### config.mk
export PLATFORM = sky130hd
export DESIGN_NAME = snd_dma_channel
export DESIGN_NICKNAME = d
export VERILOG_FILES = /design/src/rtl/sdma_pkg.sv /design/src/rtl/sdma_enable.sv /design/src/rtl/sdma_loop_unit.sv /design/src/rtl/sdma_pause_timer.sv /design/src/rtl/snd_dma_channel.sv
export SDC_FILE = /design/constraint.sdc
export NUM_CORES = 1
export LEC_CHECK = 0
export BUFFER_PORTS_ARGS = -buffer_cell sky130_fd_sc_hd__buf_4
export CAP_MARGIN = 10
export CORE_ASPECT_RATIO = 1.4
export CORE_MARGIN = 2
export CORE_UTILIZATION = 40
export CTS_CLUSTER_SIZE = 24
export DETAILED_ROUTE_END_ITERATION = 8
export GPL_ROUTABILITY_DRIVEN = 0
export PLACE_DENSITY_LB_ADDON = 0.1
export SLEW_MARGIN = 20
export SYNTH_ARGS = -nofsm -noshare
export SYNTH_HDL_FRONTEND = slang
export SYNTH_SLANG_ARGS = --single-unit
### constraint.sdc
create_clock -name clk -period 2.35 [get_ports clk]
set_clock_uncertainty 0.2 [all_clocks]
set_input_delay 0.3525 -clock clk [delete_from_list [all_inputs] [get_ports clk]]
set_output_delay 0.3525 -clock clk [all_outputs]
set_load 0.05 [all_outputs]
### src/rtl/sdma_pkg.sv
// Shared encodings for the sound DMA sequencer.
// Assumes 16-bit instruction words with the opcode in the top nibble.
package sdma_pkg;
    localparam int IW   = 16;
    localparam int ARGW = 12;
    localparam int SELW = 4;
    localparam int DATW = 8;

    localparam logic [3:0] OP_LOAD   = 4'h0;
    localparam logic [3:0] OP_PAUSE  = 4'h1;
    localparam logic [3:0] OP_REPEAT = 4'h2;
    localparam logic [3:0] OP_CTRL   = 4'h4;

    localparam int FLAG_LOOP = 0;
    localparam int FLAG_INT  = 4;
    localparam int FLAG_STOP = 5;

    typedef enum logic [1:0] {
        ST_IDLE  = 2'd0,
        ST_FETCH = 2'd1,
        ST_EXEC  = 2'd2,
        ST_WAIT  = 2'd3
    } seq_state_e;
endpackage

### src/rtl/sdma_enable.sv
// Channel enable bit: the CPU sets it; a CPU clear or a stop word clears it.
// Assumes that a clear wins over a set arriving in the same cycle.
module sdma_enable (
    input  logic clk,
    input  logic rst_n,
    input  logic cpu_set,
    input  logic cpu_clr,
    input  logic stop_clr,
    output logic en
);
    // Hold the enable bit, with clear taking priority over set.
    always_ff @(posedge clk) begin
        if (!rst_n)                  en <= 1'b0;
        else if (cpu_clr || stop_clr) en <= 1'b0;
        else if (cpu_set)            en <= 1'b1;
    end


    clr_wins_chk: assert property (@(posedge clk) disable iff (!rst_n)
        cpu_clr |=> !en);

    stop_clears_chk: assert property (@(posedge clk) disable iff (!rst_n)
        stop_clr |=> !en);
endmodule

### src/rtl/sdma_loop_unit.sv
// Single loop store: holds the return address and the remaining count.
// Assumes no nesting; a new repeat simply replaces the stored state.
module sdma_loop_unit #(
    parameter int AW   = 16,
    parameter int ARGW = 12
) (
    input  logic            clk,
    input  logic            rst_n,
    input  logic            rep_load,
    input  logic [ARGW-1:0] rep_count,
    input  logic [AW-1:0]   rep_addr,
    input  logic            loop_req,
    output logic            loop_taken,
    output logic [AW-1:0]   loop_addr
);
    logic [ARGW-1:0] cnt;

    assign loop_taken = loop_req && (cnt != '0);

    // Store on repeat, count down on each taken loop-back.
    always_ff @(posedge clk) begin
        if (!rst_n) begin
            cnt       <= '0;
            loop_addr <= '0;
        end else if (rep_load) begin
            cnt       <= rep_count;
            loop_addr <= rep_addr;
        end else if (loop_taken) begin
            cnt <= cnt - 1'b1;
        end
    end


    count_no_rise_chk: assert property (@(posedge clk) disable iff (!rst_n)
        !rep_load |=> cnt <= $past(cnt));
endmodule

### src/rtl/sdma_pause_timer.sv
// Line-tick down-counter for pause words.
// Assumes start and abort never coincide with a wanted tick; start wins.
module sdma_pause_timer #(
    parameter int ARGW = 12
) (
    input  logic            clk,
    input  logic            rst_n,
    input  logic            start,
    input  logic [ARGW-1:0] count,
    input  logic            tick,
    input  logic            abort,
    output logic            busy
);
    logic [ARGW-1:0] cnt;

    assign busy = (cnt != '0);

    // Load, drop or count down the remaining line ticks.
    always_ff @(posedge clk) begin
        if (!rst_n)              cnt <= '0;
        else if (start)          cnt <= count;
        else if (abort)          cnt <= '0;
        else if (tick && busy)   cnt <= cnt - 1'b1;
    end


    pause_hold_chk: assert property (@(posedge clk) disable iff (!rst_n)
        busy && !tick && !start && !abort |=> cnt == $past(cnt));
endmodule

### src/rtl/snd_dma_channel.sv
// One sound DMA channel: fetches 16-bit words and runs them in order.
// Assumes memory holds mem_data steady in the cycle mem_valid is high
// and answers only while mem_req is high.
module snd_dma_channel
    import sdma_pkg::*;
#(
    parameter int AW = 16
) (
    input  logic            clk,
    input  logic            rst_n,
    input  logic            cpu_en_set,
    input  logic            cpu_en_clr,
    input  logic            addr_wr,
    input  logic [AW-1:0]   addr_in,
    input  logic            line_tick,
    output logic [AW-1:0]   mem_addr,
    output logic            mem_req,
    input  logic [IW-1:0]   mem_data,
    input  logic            mem_valid,
    output logic            reg_wr,
    output logic [SELW-1:0] reg_sel,
    output logic [DATW-1:0] reg_data,
    output logic            irq,
    output logic            chan_en
);
    seq_state_e      state, state_nx;
    logic [AW-1:0]   pc;
    logic [IW-1:0]   instr;
    logic [3:0]      op;
    logic [ARGW-1:0] arg;
    logic            en, exec, accept;
    logic            is_load, is_pause, is_rep, is_ctrl;
    logic            f_loop, f_int, f_stop;
    logic            loop_taken, pause_busy;
    logic [AW-1:0]   loop_addr;

    assign op       = instr[IW-1:IW-4];
    assign arg      = instr[ARGW-1:0];
    assign exec     = (state == ST_EXEC) && en;
    assign accept   = (state == ST_FETCH) && en && mem_valid;
    assign is_load  = exec && (op == OP_LOAD);
    assign is_pause = exec && (op == OP_PAUSE) && (arg != '0);
    assign is_rep   = exec && (op == OP_REPEAT) && (arg != '0);
    assign is_ctrl  = exec && (op == OP_CTRL);
    assign f_loop   = is_ctrl && instr[FLAG_LOOP];
    assign f_int    = is_ctrl && instr[FLAG_INT];
    assign f_stop   = is_ctrl && instr[FLAG_STOP];

    sdma_enable u_enable (
        .clk      (clk),
        .rst_n    (rst_n),
        .cpu_set  (cpu_en_set),
        .cpu_clr  (cpu_en_clr),
        .stop_clr (f_stop),
        .en       (en)
    );

    sdma_loop_unit #(.AW(AW), .ARGW(ARGW)) u_loop (
        .clk        (clk),
        .rst_n      (rst_n),
        .rep_load   (is_rep),
        .rep_count  (arg),
        .rep_addr   (pc),
        .loop_req   (f_loop),
        .loop_taken (loop_taken),
        .loop_addr  (loop_addr)
    );

    sdma_pause_timer #(.ARGW(ARGW)) u_pause (
        .clk   (clk),
        .rst_n (rst_n),
        .start (is_pause),
        .count (arg),
        .tick  (line_tick),
        .abort (!en),
        .busy  (pause_busy)
    );

    // Next-state choice of the fetch / execute / wait sequence.
    always_comb begin
        state_nx = state;
        if (!en) begin
            state_nx = ST_IDLE;
        end else begin
            unique case (state)
                ST_IDLE:  state_nx = ST_FETCH;
                ST_FETCH: if (mem_valid) state_nx = ST_EXEC;
                ST_EXEC: begin
                    if (f_stop)        state_nx = ST_IDLE;
                    else if (is_pause) state_nx = ST_WAIT;
                    else               state_nx = ST_FETCH;
                end
                ST_WAIT:  if (!pause_busy) state_nx = ST_FETCH;
                default:  state_nx = ST_IDLE;
            endcase
        end
    end

    // State, instruction address and instruction word registers.
    always_ff @(posedge clk) begin
        if (!rst_n) begin
            state <= ST_IDLE;
            pc    <= '0;
            instr <= '0;
        end else begin
            state <= state_nx;
            if (addr_wr && !en)  pc <= addr_in;
            else if (accept)     pc <= pc + AW'(1);
            else if (loop_taken) pc <= loop_addr;
            if (accept) instr <= mem_data;
        end
    end

    assign mem_req  = (state == ST_FETCH);
    assign mem_addr = pc;
    assign reg_wr   = is_load;
    assign reg_sel  = instr[ARGW-1:DATW];
    assign reg_data = instr[DATW-1:0];
    assign irq      = f_int;
    assign chan_en  = en;


    req_hold_chk: assert property (@(posedge clk) disable iff (!rst_n)
        mem_req && !mem_valid && chan_en && !cpu_en_clr
        |=> mem_req && mem_addr == $past(mem_addr));

    irq_pulse_chk: assert property (@(posedge clk) disable iff (!rst_n)
        irq |=> !irq);

    no_req_off_chk: assert property (@(posedge clk) disable iff (!rst_n)
        !chan_en && !$past(chan_en) |-> !mem_req);

    addr_frozen_chk: assert property (@(posedge clk) disable iff (!rst_n)
        !chan_en && !addr_wr |=> mem_addr == $past(mem_addr));
endmodule

## Word-level counts from Yosys, hierarchy flattened

Cells that the tools add are included.

- Muxes and demuxes: 13
- Reduce and logical (&&, ||, !) cells: 27
- Equality and inequality tests: 9
- $add $sub $neg: 3
- Bitwise operators: 1

Operators by type and width:

| cell | number |
|---|---|
| 12-bit two-way mux | 5 |
| 16-bit two-way mux | 3 |
| 12-bit nonzero test | 3 |
| 12-bit by 1-bit subtractor with 12-bit output (second input constant) | 2 |
| 16-bit by 1-bit adder with 16-bit output (second input constant) | 1 |
| 1-bit logical AND | 15 |
| 2-bit two-way mux | 4 |
| 2-bit case mux with 4 select lines | 1 |
| 2-bit == test (second input constant) | 2 |
| 4-bit by 1-bit == test with 1-bit output (second input constant) | 1 |
| 4-bit by 2-bit == test with 1-bit output (second input constant) | 1 |
| 4-bit by 3-bit == test with 1-bit output (second input constant) | 1 |
| 4-bit logical NOT | 1 |
| 2-bit AND reduction | 2 |
| 3-bit by 2-bit inequality test with 1-bit output (second input constant) | 1 |
| 3-bit nonzero test | 1 |
| 2-bit by 1-bit == test with 1-bit output (second input constant) | 1 |
| 2-bit logical NOT | 1 |
| 2-bit by 1-bit inequality test with 1-bit output (second input constant) | 1 |
| 2-bit inequality test (second input constant) | 1 |
| 2-bit nonzero test | 1 |
| 2-bit OR reduction | 1 |
| 1-bit logical NOT | 1 |
| 1-bit logical OR | 1 |
| 1-bit inverter | 1 |

- Input bits: 39
- Register bits after elaboration: 75
- Output and inout bits: 32

## Longest topological paths before layout

Gate-level depths: netlist of the first run.

- Depth after elaboration: 8
- Depth in mapped cells: 9
- Depth with buffers taken out: 7

## Hierarchy

Synthesis of the first run repeated with hierarchy kept, for this count alone.

- Cells, all modules: 521
- Area, all modules: 4340.4 um^2

Modules (own cells, without submodules):

| module | cells each | area an instance (um^2) | sequential area each (um^2) | instances |
|---|---|---|---|---|
| snd_dma_channel | 275 | 2118.3 | 680.7 | 1 |
| sdma_loop_unit | 139 | 1313.8 | 560.5 | 1 |
| sdma_pause_timer | 104 | 869.6 | 240.2 | 1 |
| sdma_enable | 3 | 38.8 | 20.0 | 1 |

## Least setup slack after synthesis of the first run

No wires, ideal clock.

- Path type: register to output
- Start point: register u_enable.en
- End point: output port reg_wr
- Path slack: -0.667 ns
- Path buffers: 1
- Data required time: 1.798 ns
- Data arrival time: 2.465 ns
- Cell stages (with the launch flop): 4
- Cells stage by stage: dfxtp_1 -> buf_6 -> nand3b_4 -> nor4_1

- Cells in the longest elaborated chain, start to end: 2

RTL lines:

| element | line | source |
|---|---|---|
| start: declaration | sdma_enable.sv:9 | `output logic en` |
| start signal: assignment | sdma_enable.sv:13 | `if (!rst_n) en <= 1'b0;` |
| start signal: assignment | sdma_enable.sv:14 | `else if (cpu_clr \|\| stop_clr) en <= 1'b0;` |
| start signal: assignment | sdma_enable.sv:15 | `else if (cpu_set) en <= 1'b1;` |
| 1-bit logical AND | snd_dma_channel.sv:39 | `assign exec = (state == ST_EXEC) && en;` |
| 1-bit logical AND | snd_dma_channel.sv:41 | `assign is_load = exec && (op == OP_LOAD);` |
| end: declaration | snd_dma_channel.sv:20 | `output logic reg_wr,` |

No other way between the ends.

## Worst setup path in the final report of the first run

- Start point: register state[0]
- End point: output port irq

- Cells in the longest elaborated chain, start to end: 4

RTL lines:

| element | line | source |
|---|---|---|
| start: declaration | snd_dma_channel.sv:26 | `seq_state_e state, state_nx;` |
| start signal: assignment | snd_dma_channel.sv:106 | `state <= state_nx;` |
| 2-bit == test | snd_dma_channel.sv:39 |  |
| 1-bit logical AND | snd_dma_channel.sv:39 |  |
| 1-bit logical AND | snd_dma_channel.sv:44 | `assign is_ctrl = exec && (op == OP_CTRL);` |
| 1-bit logical AND | snd_dma_channel.sv:46 | `assign f_int = is_ctrl && instr[FLAG_INT];` |
| end: declaration | snd_dma_channel.sv:23 | `output logic irq,` |

No other way between the ends.

==> flow_summary.json, run 1 <==
{
  "worstSetupPathType": "register to output pin",
  "ys.flop_type": "dfxtp_1",
  "cts_buffer_depth": 2,
  "async_flop_share_pct": 0,
  "fin_crit_sh_pct": 96.5,
  "numCtsBuffers": 9,
  "synth.net_count": 571,
  "nets": 679,
  "fin_util_pct": 54.1,
  "ir_worst_vdd_uv": 404,
  "port_buffers": 70,
  "ys_ff_latch": 75,
  "holdCritStartpoint": "addr_in[1]",
  "grt-ovfl-total": 0,
  "cts_num_sinks": 75,
  "cts_root_buf": "clkbuf_16",
  "powerDensity_mw_per_mm2": 581,
  "synth_top_family_by_area": "simple AND/OR/NAND/NOR gates",
  "critPathRequiredTime_ns": 1.80,
  "synthAdderAreaFrac_pct": 2.40,
  "avgSynthCellArea_um2": 7.98,
  "dp_hpwl_um": 10300,
  "tightestPinTransition_ns": 0.582,
  "dr.pass1.iters": 5,
  "drcViolationCount": 0,
  "grt_max_degree": 30,
  "finalMaxSlewViolations": 0,
  "crit_buf_inv": 2,
  "r2r-start": "state[0]$_SDFFE_PN0P_",
  "clock_latency_ns": 0.34,
  "postRouteAntennaNets": 0,
  "p_leak_uw": 0.00218,
  "grt_pass1_wl_um": 21900,
  "fmax_mhz": 441,
  "grt_pass1_vias": 4254,
  "wl_per_cell_um": 18.0,
  "grt_use_total_pct": 24.6,
  "syn_area_mm2": 0.00418,
  "cp.arrival_ns": 1.71,
  "crit_family": "simple AND/OR/NAND/NOR gates",
  "yosysWarnings": 0,
  "layoutNonFillerInstCount": 775,
  "setup_viol_count_final": 0,
  "status": "complete, no violations",
  "die_w_um": 90.4,
  "n_antenna_cell": 0,
  "worstSetupStartpointType": "register",
  "viasPerCell": 5.67,
  "drv_cap": 0,
  "h-tree-depth": 3,
  "synth_cells": 524,
  "slowest_delay_ns": 0.34,
  "synth_xor_area_share_pct": 2.72,
  "num_vias": 4397,
  "cts.reportedPaths.clkPinSlew_ns": 0.06,
  "core_area_mm2": 0.0103,
  "yosysUniqueCellTypes": 70,
  "finalCriticalPeriod_ns": 2.27,
  "io_pins": 71,
  "maxSlewHeadroom_pct": 61.2,
  "antenna_found_initial": 0,
  "synthSimpleGateAreaFrac_pct": 28.2,
  "layout-drive-gt1-share_pct": 27.8,
  "dieArea_mm2": 0.0113,
  "timing.hold.ws_ns": 0.0398,
  "synth_compound_area_share_pct": 23.1,
  "startpoint": "state[0]$_SDFFE_PN0P_",
  "worstPathCellList": "inv_1 > ha_4 > nand3b_4 > nor4b_4 > and2_4 > buf_6",
  "routed_wl_um": 13900,
  "dp_cells": 751,
  "holdCritPathClass": "input port to register",
  "cts_tree": "yes",
  "drt_iter0_markers": 254,
  "synth_edf_count": 0,
  "die_h_um": 125,
  "syn_to_final_growth_pct": 33.2,
  "muxShareOfSynthArea_pct": 1.23,
  "slowest_stage": "dfxtp_1",
  "initial_core_util_pct": 40.6,
  "finalHoldViolCount": 0,
  "path_max_fanout": 5,
  "row_count": 44,
  "cp-end-kind": "output pin",
  "yosysSeqAreaShare_pct": 35.9
}
[cell usage in the layout (no fill, tap or decap), types with 9 or more instances in the layout]
master,count
a21oi_1,60
a31oi_1,13
buf_4,132
clkbuf_16,9
dfxtp_1,75
inv_1,13
nand2_1,93
nand3_1,26
nor2_1,19
nor3_1,13
nor4_1,17
o21ai_0,17
[flip-flops by register name, summed over array words and instances, names as in the netlist]
| register | flops |
|---|---|
| instr | 16 |
| mem_addr | 16 |
| u_loop.loop_addr | 16 |
| u_loop.cnt | 12 |
| u_pause.cnt | 12 |
| state | 2 |
| u_enable.en | 1 |
[final timing paths]
kind,end,slack (ns),depth (start not counted)
worst max-delay path,irq,0.08,6
worst min-delay path,mem_addr[1]$_SDFFE_PN0P_,0.04,3
worst max register to register,state[1]$_SDFFE_PN0P_,0.09,9
worst min register to register,u_loop.loop_addr[1]$_SDFFE_PN0P_,0.25,2
[cells by family after synthesis]
group	Yosys count
buffers and inverters	54
XOR/XNOR	13
adder cells (fa/ha/maj)	8
AND/OR/NAND/NOR	222
AO/OA/AOI/OAI	147
multiplexers	5
flip-flops	75
[worst reg2reg max path, delay by kind of cell, from the launching register on]
kind            cells  cell delay (ns)
compound gates      2             0.14
fa+ha+maj           1             0.16
buf+inv             3             0.48
flops               1             0.34
simple gates        3             0.85
[cell type report]
class	count	area, um2
Fill cell	1013	4730
Multi-Input combinational cell	395	2470
Sequential cell	75	1500
Timing Repair Buffer	137	1060
Clock buffer	11	233
Tap cell	138	173
Clock inverter	5	77.6
Inverter	14	52.6
[metrics by stage]
stage | setup WS [ns] | power [uW] | instance area (um2) | TNS, ns
global placement | 0.129 | 1780 | 5140 | 0
floorplan | -0.0111 | 1610 | 4200 | -0.0111
CTS | 0.00953 | 3250 | 5490 | 0
finish | 0.0828 | 3240 | 5570 | 0
global route | -0.0136 | 3350 | 5570 | -0.0136
detailed placement | 0.0884 | 1790 | 5140 | 0
[layer usage]
| layer | vias up | wire, um | track usage [%] | part of all wire [%] |
|---|---|---|---|---|
| li1 | 2132 | - | - | - |
| met3 | 35 | 517 | 4.34 | 3.7 |
| met1 | 2102 | 5370 | 26.1 | 39 |
| met2 | 128 | 7510 | 46.4 | 54 |
| met5 | - | 0 | 0 | 0 |
| met4 | 0 | 515 | 12.2 | 3.7 |
[where the power goes]
part	internal (uW)	total [uW]	leakage, uW	switching [uW]
clock	926	1470	0.000150	545
combinational	176	426	0.00143	250
sequential	1300	1340	0.000608	37.8
[cells in the mapped netlist, drive strengths merged (3+ instances only)]
cell type	instances	share of area [%]
nor3	14	1.8
dfxtp	75	36
a2bb2oi	3	0.63
nand4	7	1.0
nor2	20	2.0
a211oi	4	0.72
a31oi	13	1.9
nor4b	5	2.1
and3	4	0.60
buf	26	4.0
nor4	19	3.0
nor2b	3	0.45
mux2i	4	0.96
o211ai	7	1.6
a21oi	62	7.6
or2	3	0.45
nand2	93	8.4
xor2	7	1.5
xnor2	6	1.3
a32oi	3	0.63
o31ai	3	0.54
a221oi	6	1.4
and2	6	0.90
o21ai	17	2.0
or4	4	0.81
inv	14	1.3
clkbuf	14	1.3
or3	6	0.90
ha	8	2.4
a2111oi	3	0.66
a22oi	7	1.3
nand3	27	3.2
[repair_timing]
action | CTS | global route
buffers inserted | 1 | 6
endpoints found under the hold margin | 1 | 0
hold buffers | 1 | 0
endpoints found under the setup margin | 1 | 24
gates resized for setup | 3 | 8
pin swaps | 1 | 5
Note: power is estimated with default switching activity, not from simulation.
==> run 2: changes to the inputs <==
--- a/config.mk
+++ b/config.mk
@@ -14,6 +14,7 @@
 export DETAILED_ROUTE_END_ITERATION = 8
 export GPL_ROUTABILITY_DRIVEN = 0
 export PLACE_DENSITY_LB_ADDON = 0.1
+export RECOVER_POWER = 100
 export SLEW_MARGIN = 20
 export SYNTH_ARGS = -nofsm -noshare
 export SYNTH_HDL_FRONTEND = slang
==> flow_summary.json, run 2 (synthesis gave the netlist of run 1 again) <==
{
  "status": "complete, no violations",
  "worstSetupPathType": "register to output pin",
  "numCtsBuffers": 9,
  "post-place-ws_ns": 0.0884,
  "powerDensity_mw_per_mm2": 592,
  "layout-drive-gt1-share_pct": 22.9,
  "nFillCells": 1032,
  "fin_crit_sh_pct": 96.5,
  "port_buffers": 70,
  "routed_wl_um": 14000,
  "switching_share_pct": 25.9,
  "viasPerCell": 5.71,
  "num_vias": 4426,
  "setup_ws_ns": 0.0811,
  "dr_wl_met2_um": 7520,
  "startpoint": "state[0]$_SDFFE_PN0P_",
  "row_count": 44,
  "cts_tree": "yes",
  "fmax_mhz": 441,
  "grt-ovfl-total": 0,
  "die_w_um": 90.4,
  "worstSetupStartpointType": "register",
  "p_total_uw": 3220,
  "dp_hpwl_um": 10300,
  "n_antenna_cell": 0,
  "maxSlewHeadroom_pct": 59.6,
  "finalCriticalPeriod_ns": 2.27,
  "holdCritPathClass": "input port to register",
  "reg2reg_slack_ns": 0.09,
  "m1WireLength_um": 5460,
  "grt_pass1_vias": 4254,
  "register_area_mm2": 0.00150,
  "postRouteAntennaNets": 0,
  "grt_max_degree": 30,
  "grt_pass1_wl_um": 21900,
  "power.internal_uw": 2380,
  "p_switching_uw": 833,
  "fin_util_pct": 52.8,
  "clock_power_share_pct": 45.8,
  "power_frac_comb_pct": 12.6,
  "antenna_found_initial": 0,
  "dr.pass1.iters": 5,
  "cp.arrival_ns": 1.72,
  "holdCritStartpoint": "addr_in[1]",
  "clock_latency_ns": 0.34,
  "finalMaxSlewViolations": 0,
  "tightestPinTransition_ns": 0.609,
  "cts_num_sinks": 75,
  "final_cell_mix": "buf_4, nand2_1, dfxtp_1",
  "multiInputGateArea_mm2": 0.00247,
  "dieArea_mm2": 0.0113,
  "dr_wl_met3_um": 495,
  "core_area_mm2": 0.0103,
  "initial_core_util_pct": 40.6,
  "hold_end": "mem_addr[1]$_SDFFE_PN0P_",
  "grt_use_total_pct": 24.6,
  "path_max_fanout": 5,
  "r2r-start": "state[0]$_SDFFE_PN0P_",
  "die_h_um": 125,
  "io_pins": 71,
  "nets": 679,
  "seqPwrFrac_pct": 41.6,
  "cts.reportedPaths.clkPinSlew_ns": 0.06,
  "r2r_cells": 9,
  "critPathRequiredTime_ns": 1.80,
  "topRoutingLayerUsed": "met4",
  "finalHoldViolCount": 0,
  "syn_to_final_growth_pct": 30.0,
  "drv_cap": 0,
  "r2r-end": "state[1]$_SDFFE_PN0P_",
  "cp-end-kind": "output pin",
  "drcViolationCount": 0,
  "h-tree-depth": 3,
  "ir_worst_vdd_uv": 402,
  "drt_iter0_markers": 228,
  "p_leak_uw": 0.00205,
  "cts_buffer_depth": 2,
  "setup_viol_count_final": 0,
  "cts_root_buf": "clkbuf_16",
  "wl_per_cell_um": 18.0,
  "final_common_cell": "buf_4",
  "hold_depth": 3
}
[run 2: cell types whose count changed in the layout (fill, tap and decap cells not counted), sizes merged]
cell / change
buf: -34
clkbuf: +34
[run 2: through the flow]
stage               hold slack (ns)  instance area (um2)  instances  TNS (ns)
floorplan                     0.236                 4200        524   -0.0111
global placement              0.243                 5140        751         0
detailed placement            0.249                 5140        751         0
CTS                          0.0348                 5490        769         0
global route                 0.0485                 5430        775   -0.0134
finish                       0.0383                 5430        775         0
[run 2: how the worst max path moves through the flow]
stage / to / depth (start not counted)
after floorplan: u_pause.cnt[8]$_SDFFE_PN0P_ / 6
after global placement: u_pause.cnt[8]$_SDFFE_PN0P_ / 7
after detailed placement: mem_addr[0]$_SDFFE_PN0P_ / 7
after CTS: irq / 6
after global routing: state[1]$_SDFFE_PN0P_ / 9
final: irq / 6
[run 2: area by class of cell]
class / instances / area share, %
multi-input cells: 395 / 45.4
flip-flops and latches: 75 / 27.6
repair buffers: 137 / 17.1
clock buffers: 11 / 4.28
well taps: 138 / 3.18
clock inverters: 5 / 1.43
inverters: 14 / 0.967
[run 2: routing by layer]
layer,track usage (%),vias up
met5,0,-
met4,12.2,0
met3,4.34,33
met2,46.4,131
met1,26.1,2125
li1,-,2137
[run 2: repair_timing]
action / CTS / global route
buffers inserted: 1 / 6
setup endpoints to repair: 1 / 24
resized for setup: 3 / 8
pin swaps: 1 / 5
endpoints found under the hold margin: 1 / 0
hold buffers: 1 / 0
[run 2: power by group through the flow]
stage / Combinational [uW] / Clock, uW / Sequential, uW
detailed placement: 422 / 0 / 1360
CTS: 425 / 1490 / 1340
global route: 440 / 1550 / 1340
finish: 407 / 1470 / 1340
floorplan: 186 / 0 / 1430
global placement: 418 / 0 / 1360
[run 2: critical path, stage by stage, from the launching register on]
cell	delay (ns)
dfxtp_1	0.34
inv_1	0.11
ha_4	0.16
nand3b_4	0.13
nor4b_4	0.28
and2_4	0.20
buf_6	0.15
